`src/rtl/mac_pkg.sv`:
```
package mac_pkg;

    // Operation codes presented on issue_op
    localparam logic [3:0] OP_MULT  = 4'd0;
    localparam logic [3:0] OP_MULTU = 4'd1;
    localparam logic [3:0] OP_MADD  = 4'd2;
    localparam logic [3:0] OP_MADDU = 4'd3;
    localparam logic [3:0] OP_MSUB  = 4'd4;
    localparam logic [3:0] OP_MSUBU = 4'd5;
    localparam logic [3:0] OP_MUL   = 4'd6;
    localparam logic [3:0] OP_RDHI  = 4'd8;
    localparam logic [3:0] OP_RDLO  = 4'd9;
    localparam logic [3:0] OP_WRHI  = 4'd10;
    localparam logic [3:0] OP_WRLO  = 4'd11;

    // Latencies of the operations that go through the pending slot
    localparam int unsigned LAT_ACC_WIDE  = 2;
    localparam int unsigned LAT_REG_SHORT = 2;
    localparam int unsigned LAT_REG_LONG  = 3;
    localparam int unsigned SLOT_CNT_W    = $clog2(LAT_REG_LONG);

    typedef enum logic [1:0] {
        ACC_SET = 2'd0,
        ACC_ADD = 2'd1,
        ACC_SUB = 2'd2
    } acc_mode_e;

    typedef struct packed {
        logic      acc_mult;   // result goes to {HI,LO}
        logic      reg_mult;   // result goes to the register-write port
        acc_mode_e mode;
        logic      sgn;
        logic      rd_hi;
        logic      rd_lo;
        logic      wr_hi;
        logic      wr_lo;
    } op_info_t;

    function automatic op_info_t decode_op(input logic [3:0] code);
        op_info_t d;
        d = '0;
        d.mode = ACC_SET;
        case (code)
            OP_MULT:  begin d.acc_mult = 1'b1; d.sgn = 1'b1; end
            OP_MULTU: begin d.acc_mult = 1'b1; end
            OP_MADD:  begin d.acc_mult = 1'b1; d.sgn = 1'b1; d.mode = ACC_ADD; end
            OP_MADDU: begin d.acc_mult = 1'b1; d.mode = ACC_ADD; end
            OP_MSUB:  begin d.acc_mult = 1'b1; d.sgn = 1'b1; d.mode = ACC_SUB; end
            OP_MSUBU: begin d.acc_mult = 1'b1; d.mode = ACC_SUB; end
            OP_MUL:   begin d.reg_mult = 1'b1; d.sgn = 1'b1; end
            OP_RDHI:  d.rd_hi = 1'b1;
            OP_RDLO:  d.rd_lo = 1'b1;
            OP_WRHI:  d.wr_hi = 1'b1;
            OP_WRLO:  d.wr_lo = 1'b1;
            default:  d = '0;
        endcase
        return d;
    endfunction

endpackage

```
`src/rtl/mac_width_class.sv`:
```
module mac_width_class #(
    parameter int unsigned DATA_W   = 32,
    parameter int unsigned NARROW_W = 16
) (
    input  logic [DATA_W-1:0] rt_val,
    input  logic              sgn,
    output logic              narrow
);
    // Bits that must be pure sign copies (signed) or zero (unsigned)
    localparam int unsigned SIGN_SPAN = DATA_W - NARROW_W + 1;

    logic [SIGN_SPAN-1:0] sign_part;
    logic [SIGN_SPAN-2:0] zero_part;

    assign sign_part = rt_val[DATA_W-1:NARROW_W-1];
    assign zero_part = rt_val[DATA_W-1:NARROW_W];

    always_comb begin
        if (sgn) begin
            narrow = (&sign_part) | ~(|sign_part);
        end else begin
            narrow = ~(|zero_part);
        end
    end
endmodule

```
`src/rtl/mac_issue_ctrl.sv`:
```
module mac_issue_ctrl
    import mac_pkg::*;
(
    input  logic     clk,
    input  logic     rst,
    input  logic     issue_valid,
    input  op_info_t info,
    input  logic     narrow,
    output logic     issue_ready,
    output logic     accept,
    output logic     busy,
    output logic     done,
    output logic     slot_load,
    output logic     slot_retire,
    output logic     direct_acc
);
    localparam logic [SLOT_CNT_W-1:0] CNT_ACC_WIDE  = SLOT_CNT_W'(LAT_ACC_WIDE - 1);
    localparam logic [SLOT_CNT_W-1:0] CNT_REG_SHORT = SLOT_CNT_W'(LAT_REG_SHORT - 1);
    localparam logic [SLOT_CNT_W-1:0] CNT_REG_LONG  = SLOT_CNT_W'(LAT_REG_LONG - 1);
    localparam logic [SLOT_CNT_W-1:0] CNT_ONE       = SLOT_CNT_W'(1);

    logic                  busy_q;
    logic                  done_q;
    logic                  slot_valid_q;
    logic [SLOT_CNT_W-1:0] slot_cnt_q;
    logic                  is_mult;
    logic                  is_read;
    logic [SLOT_CNT_W-1:0] load_cnt;

    assign is_mult     = info.acc_mult | info.reg_mult;
    assign is_read     = info.rd_hi | info.rd_lo;
    assign issue_ready = ~busy_q & ~(is_read & slot_valid_q);
    assign accept      = issue_valid & issue_ready;
    assign slot_retire = slot_valid_q & (slot_cnt_q == CNT_ONE);
    assign direct_acc  = accept & info.acc_mult & narrow;
    assign slot_load   = accept & (info.reg_mult | (info.acc_mult & ~narrow));
    assign busy        = busy_q;
    assign done        = done_q;

    always_comb begin
        if (info.reg_mult) begin
            load_cnt = narrow ? CNT_REG_SHORT : CNT_REG_LONG;
        end else begin
            load_cnt = CNT_ACC_WIDE;
        end
    end

    always_ff @(posedge clk) begin
        if (rst) begin
            busy_q       <= 1'b0;
            done_q       <= 1'b0;
            slot_valid_q <= 1'b0;
            slot_cnt_q   <= '0;
        end else begin
            busy_q <= accept & is_mult & ~narrow;
            done_q <= direct_acc | slot_retire;
            if (slot_load) begin
                slot_valid_q <= 1'b1;
                slot_cnt_q   <= load_cnt;
            end else if (slot_retire) begin
                slot_valid_q <= 1'b0;
                slot_cnt_q   <= '0;
            end else if (slot_valid_q) begin
                slot_cnt_q <= slot_cnt_q - CNT_ONE;
            end
        end
    end

    AST_BUSY_SINGLE_CYCLE: assert property (@(posedge clk) disable iff (rst)
        busy_q |=> !busy_q);

    AST_WIDE_REPEAT_TWO: assert property (@(posedge clk) disable iff (rst)
        (accept && is_mult && !narrow) |=> !accept);

    AST_SLOT_FREE_ON_LOAD: assert property (@(posedge clk) disable iff (rst)
        slot_load |-> (!slot_valid_q || slot_retire));
endmodule

```
`src/rtl/mac_datapath.sv`:
```
module mac_datapath
    import mac_pkg::*;
#(
    parameter int unsigned DATA_W = 32
) (
    input  logic              clk,
    input  logic              rst,
    input  op_info_t          info,
    input  logic [DATA_W-1:0] rs_val,
    input  logic [DATA_W-1:0] rt_val,
    input  logic              accept,
    input  logic              direct_acc,
    input  logic              slot_load,
    input  logic              slot_retire,
    output logic              rd_valid,
    output logic [DATA_W-1:0] rd_data
);
    localparam int unsigned PROD_W = 2 * DATA_W;

    logic [DATA_W-1:0] hi_q;
    logic [DATA_W-1:0] lo_q;
    logic [PROD_W-1:0] slot_prod_q;
    op_info_t          slot_info_q;
    logic              rd_valid_q;
    logic [DATA_W-1:0] rd_data_q;
    logic [PROD_W-1:0] prod;
    logic [PROD_W-1:0] acc;

    function automatic logic [PROD_W-1:0] extend(input logic [DATA_W-1:0] v,
                                                 input logic sgn);
        return sgn ? {{DATA_W{v[DATA_W-1]}}, v} : {{DATA_W{1'b0}}, v};
    endfunction

    function automatic logic [PROD_W-1:0] combine(input logic [PROD_W-1:0] a,
                                                  input logic [PROD_W-1:0] p,
                                                  input acc_mode_e m);
        case (m)
            ACC_ADD: return a + p;
            ACC_SUB: return a - p;
            default: return p;
        endcase
    endfunction

    assign prod     = extend(rs_val, info.sgn) * extend(rt_val, info.sgn);
    assign acc      = {hi_q, lo_q};
    assign rd_valid = rd_valid_q;
    assign rd_data  = rd_data_q;

    always_ff @(posedge clk) begin
        if (rst) begin
            hi_q        <= '0;
            lo_q        <= '0;
            slot_prod_q <= '0;
            slot_info_q <= '0;
            rd_valid_q  <= 1'b0;
            rd_data_q   <= '0;
        end else begin
            rd_valid_q <= 1'b0;
            if (slot_load) begin
                slot_prod_q <= prod;
                slot_info_q <= info;
            end
            if (slot_retire) begin
                if (slot_info_q.reg_mult) begin
                    rd_valid_q <= 1'b1;
                    rd_data_q  <= slot_prod_q[DATA_W-1:0];
                end else begin
                    {hi_q, lo_q} <= combine(acc, slot_prod_q, slot_info_q.mode);
                end
            end
            if (direct_acc) begin
                {hi_q, lo_q} <= combine(acc, prod, info.mode);
            end
            if (accept && info.wr_hi) begin
                hi_q <= rs_val;
            end
            if (accept && info.wr_lo) begin
                lo_q <= rs_val;
            end
            if (accept && (info.rd_hi || info.rd_lo)) begin
                rd_valid_q <= 1'b1;
                rd_data_q  <= info.rd_hi ? hi_q : lo_q;
            end
        end
    end

    AST_RD_PORT_ONE_WRITER: assert property (@(posedge clk) disable iff (rst)
        !(slot_retire && slot_info_q.reg_mult &&
          accept && (info.rd_hi || info.rd_lo)));

    AST_ACC_ONE_WRITER: assert property (@(posedge clk) disable iff (rst)
        !(slot_retire && !slot_info_q.reg_mult &&
          (direct_acc || (accept && (info.wr_hi || info.wr_lo)))));

    AST_REG_MULT_KEEPS_ACC: assert property (@(posedge clk) disable iff (rst)
        (slot_retire && slot_info_q.reg_mult && !accept) |=> $stable({hi_q, lo_q}));
endmodule

```
`src/rtl/mac_hilo_unit.sv`:
```
module mac_hilo_unit
    import mac_pkg::*;
#(
    parameter int unsigned DATA_W   = 32,
    parameter int unsigned NARROW_W = 16
) (
    input  logic              clk,
    input  logic              rst,
    input  logic              issue_valid,
    input  logic [3:0]        issue_op,
    input  logic [DATA_W-1:0] rs_val,
    input  logic [DATA_W-1:0] rt_val,
    output logic              issue_ready,
    output logic              busy,
    output logic              done,
    output logic              rd_valid,
    output logic [DATA_W-1:0] rd_data
);
    op_info_t info;
    logic     narrow;
    logic     accept;
    logic     slot_load;
    logic     slot_retire;
    logic     direct_acc;

    assign info = decode_op(issue_op);

    mac_width_class #(
        .DATA_W   (DATA_W),
        .NARROW_W (NARROW_W)
    ) u_class (
        .rt_val (rt_val),
        .sgn    (info.sgn),
        .narrow (narrow)
    );

    mac_issue_ctrl u_ctrl (
        .clk         (clk),
        .rst         (rst),
        .issue_valid (issue_valid),
        .info        (info),
        .narrow      (narrow),
        .issue_ready (issue_ready),
        .accept      (accept),
        .busy        (busy),
        .done        (done),
        .slot_load   (slot_load),
        .slot_retire (slot_retire),
        .direct_acc  (direct_acc)
    );

    mac_datapath #(
        .DATA_W (DATA_W)
    ) u_dp (
        .clk         (clk),
        .rst         (rst),
        .info        (info),
        .rs_val      (rs_val),
        .rt_val      (rt_val),
        .accept      (accept),
        .direct_acc  (direct_acc),
        .slot_load   (slot_load),
        .slot_retire (slot_retire),
        .rd_valid    (rd_valid),
        .rd_data     (rd_data)
    );

    AST_DONE_NOT_WITH_READ: assert property (@(posedge clk) disable iff (rst)
        (issue_valid && issue_ready && (issue_op == OP_RDHI || issue_op == OP_RDLO))
        |=> !done);
endmodule

```
`config.mk`:
```
export PLATFORM = sky130hd
export DESIGN_NAME = mac_hilo_unit
export DESIGN_NICKNAME = d
export VERILOG_FILES = /design/src/rtl/mac_pkg.sv /design/src/rtl/mac_width_class.sv /design/src/rtl/mac_issue_ctrl.sv /design/src/rtl/mac_datapath.sv /design/src/rtl/mac_hilo_unit.sv
export SDC_FILE = /design/constraint.sdc
export NUM_CORES = 2
export LEC_CHECK = 0
export CELL_PAD_IN_SITES_DETAIL_PLACEMENT = 2
export CELL_PAD_IN_SITES_GLOBAL_PLACEMENT = 2
export CORE_ASPECT_RATIO = 0.8
export CORE_MARGIN = 5
export CORE_UTILIZATION = 38
export DETAILED_ROUTE_END_ITERATION = 7
export DONT_BUFFER_PORTS = 1
export PLACE_DENSITY = 0.84
export SLEW_MARGIN = 20
export SYNTH_ARGS = -nofsm -noshare
export SYNTH_HDL_FRONTEND = slang
export SYNTH_SLANG_ARGS = --single-unit
```
`constraint.sdc`:
```
create_clock -name clk -period 13.15 [get_ports clk]
set_clock_uncertainty 0.1 [all_clocks]
set_input_delay 0 -clock clk [delete_from_list [all_inputs] [get_ports clk]]
set_output_delay 0 -clock clk [all_outputs]
set_load 0.01 [all_outputs]
```
==> qor.log <==
INFO  outcome        run_status=finished, final reports clean
INFO  synthesis      avgSynthCellArea=8.469um2
INFO  synthesis      synth_seq_cells=169
INFO  synthesis      synth_top_family_by_area=adder cells
INFO  synthesis      ys_top_cells_by_area=fa_1 43%, inv_1 9.2%, ha_1 8.1%
INFO  synthesis      syn-num-nets=9807
INFO  clocking       number_of_buffers_created_by_cts=17
INFO  setup_path     cp_data_arrival_time=13.00ns
INFO  finish         finalNetCount=9530
INFO  floorplanning  chipHeight=384.7um
INFO  worst_hold_path min_from=rt_val[0]
INFO  global_routing grt_overflow_total=0
INFO  synthesis      synth_enable_flop_cells=0
INFO  sta            timing_max_transition_violations_final=0
INFO  floorplanning  fp.dieW=478.4um
INFO  synthesis      synth_compound_gate_area_share=0.1137
INFO  clocking       cts-htree-levels=4
INFO  synthesis      ys_types=99
INFO  synthesis      yosys-top-cells-count=1640 x inv_1, 1426 x fa_1, 1110 x nand2_1
INFO  synthesis      mappedNetlistArea=66700um2
INFO  drt            drt_pre_antenna_iters=8
INFO  synthesis      post-synth-top-count-cell=inv_1
INFO  sta            setup_viol=0
INFO  synthesis      biggest_area_consumer_among_synthesized_cells=fa_1
INFO  setup_path     worst_path_dominant_cell_family=adder cells
INFO  setup_path     cp_slowest_stage_delay=0.56ns
INFO  sta            totalNegativeSetupSlack=0ns
INFO  sta            relSlewSlack=0.2088
INFO  global_routing grt_use_total=0.3247
INFO  floorplanning  io_pins=107
INFO  drt            antenna_violating_nets_post_route=0
INFO  setup_path     crit-reg2reg-capture=u_dp.hi_q[30]$_SDFFE_PP0P_
INFO  finish         post-route-util=0.4004
INFO  drt            detail_route.wirelength=303300um
INFO  flow_run       cap_viol_max_count=0
INFO  setup_path     critical_path_slowest_stage_cell=fa_1
INFO  global_routing first_global_vias=66761
INFO  drt            vias=57791
INFO  synthesis      synth-main-ff-cell=dfxtp_1
INFO  drt            initial_drt_markers=4753
INFO  finish         fin_area=69870um2
INFO  synthesis      synth_warnings=0
INFO  setup_path     cpMostUsedCell=fa_1
INFO  synthesis      synth_fa_ha_area_frac=0.5100
INFO  global_routing grt_pass1_wl=445200um
INFO  placed_design  placement_setup_slack=-0.4806ns
INFO  drt            route.detailed.drc=0
INFO  clocking       post_cts.repair.setup_buffers=0
INFO  finish         multiInputGateArea=55680um2
INFO  setup_path     timing.critical_path.to_type=register
INFO  drt            avgViaCountPerCell=5.826
INFO  worst_hold_path holdCritPathClass=primary input to register
INFO  sta            worst_slack=0.4346ns
INFO  sta            final.min_clock_period=12.72ns
INFO  placed_design  gpl.final_weighted_congestion=0.9443
INFO  clocking       clock_tree.buffer_depth=2
INFO  clocking       worst_setup_hold_path_clk_slew=0.07ns
INFO  drt            routed_wire_length_per_instance=30.57um
INFO  setup_path     reg2reg_depth=24
INFO  floorplanning  fp-row-count=137
INFO  finish         fraction_of_layout_instances_using_a_drive_strength_above_1=0.02838
INFO  floorplanning  floorplan.core_area=174500um2
INFO  setup_path     criticalPathCategory=primary input to register
INFO  synthesis      async_reset_ff_frac=0
INFO  floorplanning  floorplan.initialDensity=0.3822
INFO  clocking       cts.sinks=169
INFO  synthesis      post_synth_and_or_nand_nor_area_fraction=0.1540
INFO  setup_path     critical_path_buf_inv_count=6
INFO  synthesis      multiplexer_share_of_the_synthesized_area=0.01154
INFO  synthesis      postSynthCellCount=7876
INFO  synthesis      synth_xor_area_frac=0.04346
INFO  sta            rsz0062_at_grt=false
INFO  sta            worst-slew-pin-transition=1.187ns
INFO  global_routing grt_max_degree=172
INFO  setup_path     worstReg2RegStart=u_dp.slot_prod_q[2]$_SDFFE_PP0P_
INFO  clocking       root_buffer=clkbuf_16
INFO  floorplanning  design.die.area=184100um2
INFO  sta            post-route-period-util=0.9669
INFO  setup_path     setup.worst_path.start_class=primary input
INFO  synthesis      synth_sequential_area_ratio=0.05072
INFO  clocking       tritoncts_clock_tree=yes
INFO  finish         synthToLayoutAreaGrowth=4.750%
INFO  setup_path     timing.reg2reg.setup_slack=4.84ns
INFO  finish         seq_area=3383um2
INFO  setup_path     path_max_fanout=8
INFO  global_routing grt_antenna_before_repair=49
INFO  finish         n_fill_cell=19404
INFO  worst_hold_path min_path_cells=4
INFO  placed_design  place_hpwl=241900um
INFO  sta            hold_violations=0
INFO  placed_design  place_area=68650um2
INFO  placed_design  buffer_ports.inserted=0
INFO  sta            fmax=0.07865GHz
INFO  setup_path     wp_data_required=13.44ns
INFO  worst_hold_path worst_case_hold_path_end_point=u_dp.slot_prod_q[1]$_SDFFE_PP0P_
INFO  clocking       clk_lat_worst_skew=0.50ns
INFO  synthesis      synth_largest_type_area_fraction=0.4280
## logic make-up after synthesis
| logic type | Yosys count |
|---|---|
| flops | 169 |
| buf+inv | 2067 |
| fa+ha+maj | 1864 |
| mux | 73 |
| compound gates | 1149 |
| simple gates | 2223 |
| xor+xnor | 331 |
## cell usage in the layout, fill, tap and decap left out, drive strengths merged, types with 14 or more instances in the layout
cell and instances:
inv 1643, fa 1426, nand2 1110, ha 434, and2 368, a21oi 365, nor2 323, xnor2 246
dfxtp 169, o21ai 159, a21o 134, a211oi 124, xor2 85, buf 84, nor3 83, nand3 83
o211ai 81, and3 68, dlygate4sd3 47, mux2i 45, o21a 34, a31oi 32, o21bai 32, nand2b 31
mux2 28, a311oi 28, nor4 28, nand4 27, nor2b 24, o31ai 21, or3 18, clkbuf 18
diode 14, a21boi 14
## worst min-delay path: cells and delay by family
family                   cells  cell delay, ns
AND/OR/NAND/NOR              2            0.20
adder cells (fa/ha/maj)      1            0.23
AO/OA/AOI/OAI                1            0.13
## flip-flops by register name, indices dropped and copies added, names as in the netlist
register             cells
u_dp.slot_info_q         3
u_ctrl.busy              1
u_ctrl.done              1
u_dp.hi_q               32
u_dp.lo_q               32
u_ctrl.slot_cnt_q        2
u_dp.rd_valid            1
u_dp.slot_prod_q        64
u_dp.rd_data            32
u_ctrl.slot_valid_q      1
## per-layer routing
layer / global-route usage / part of all wire
met1: 0.4097 / 0.40
met2: 0.5438 / 0.47
met3: 0.05681 / 0.071
met4: 0.1518 / 0.054
met5: 0.0007878 / 0.00044
## worst max path at each step
stage                startpoint                         end  slack [ns]  depth (start not counted)
floorplan           issue_op[3]  u_dp.hi_q[31]$_SDFFE_PP0P_        0.64                         48
global placement    issue_op[3]  u_dp.hi_q[31]$_SDFFE_PP0P_      -0.001                         47
detailed placement  issue_op[3]  u_dp.hi_q[31]$_SDFFE_PP0P_       -0.48                         46
CTS                 issue_op[3]  u_dp.hi_q[31]$_SDFFE_PP0P_        0.22                         44
global route        issue_op[3]  u_dp.hi_q[24]$_SDFFE_PP0P_        0.02                         47
finish              issue_op[3]  u_dp.hi_q[31]$_SDFFE_PP0P_        0.43                         45
## stage by stage
stage	hold WS [ns]	cells
after floorplan	0.05188	7876
after global routing	0.02301	9907
final	0.02236	9919
after detailed placement	0.02275	9825
after CTS	0.0009532	9904
after global placement	0.01457	9825
## layout make-up
class	instances	area share
Antenna cell	14	0.0005014
Clock buffer	18	0.006142
Clock inverter	14	0.002794
Inverter	1640	0.08811
Multi-Input combinational cell	5640	0.7969
Sequential cell	169	0.04842
Tap cell	2293	0.04106
Timing Repair Buffer	131	0.01610
## repair_timing
item / 4_1_cts / 5_1_grt
hold buffers: 47 / 1
resized for setup: 1 / 8
endpoints found under the setup margin: 1 / 6
hold endpoints to repair: 169 / 1
Power is left out: the tool's default activity adds up to more than one toggle a clock period on the data nets, which glitch-free logic cannot reach.
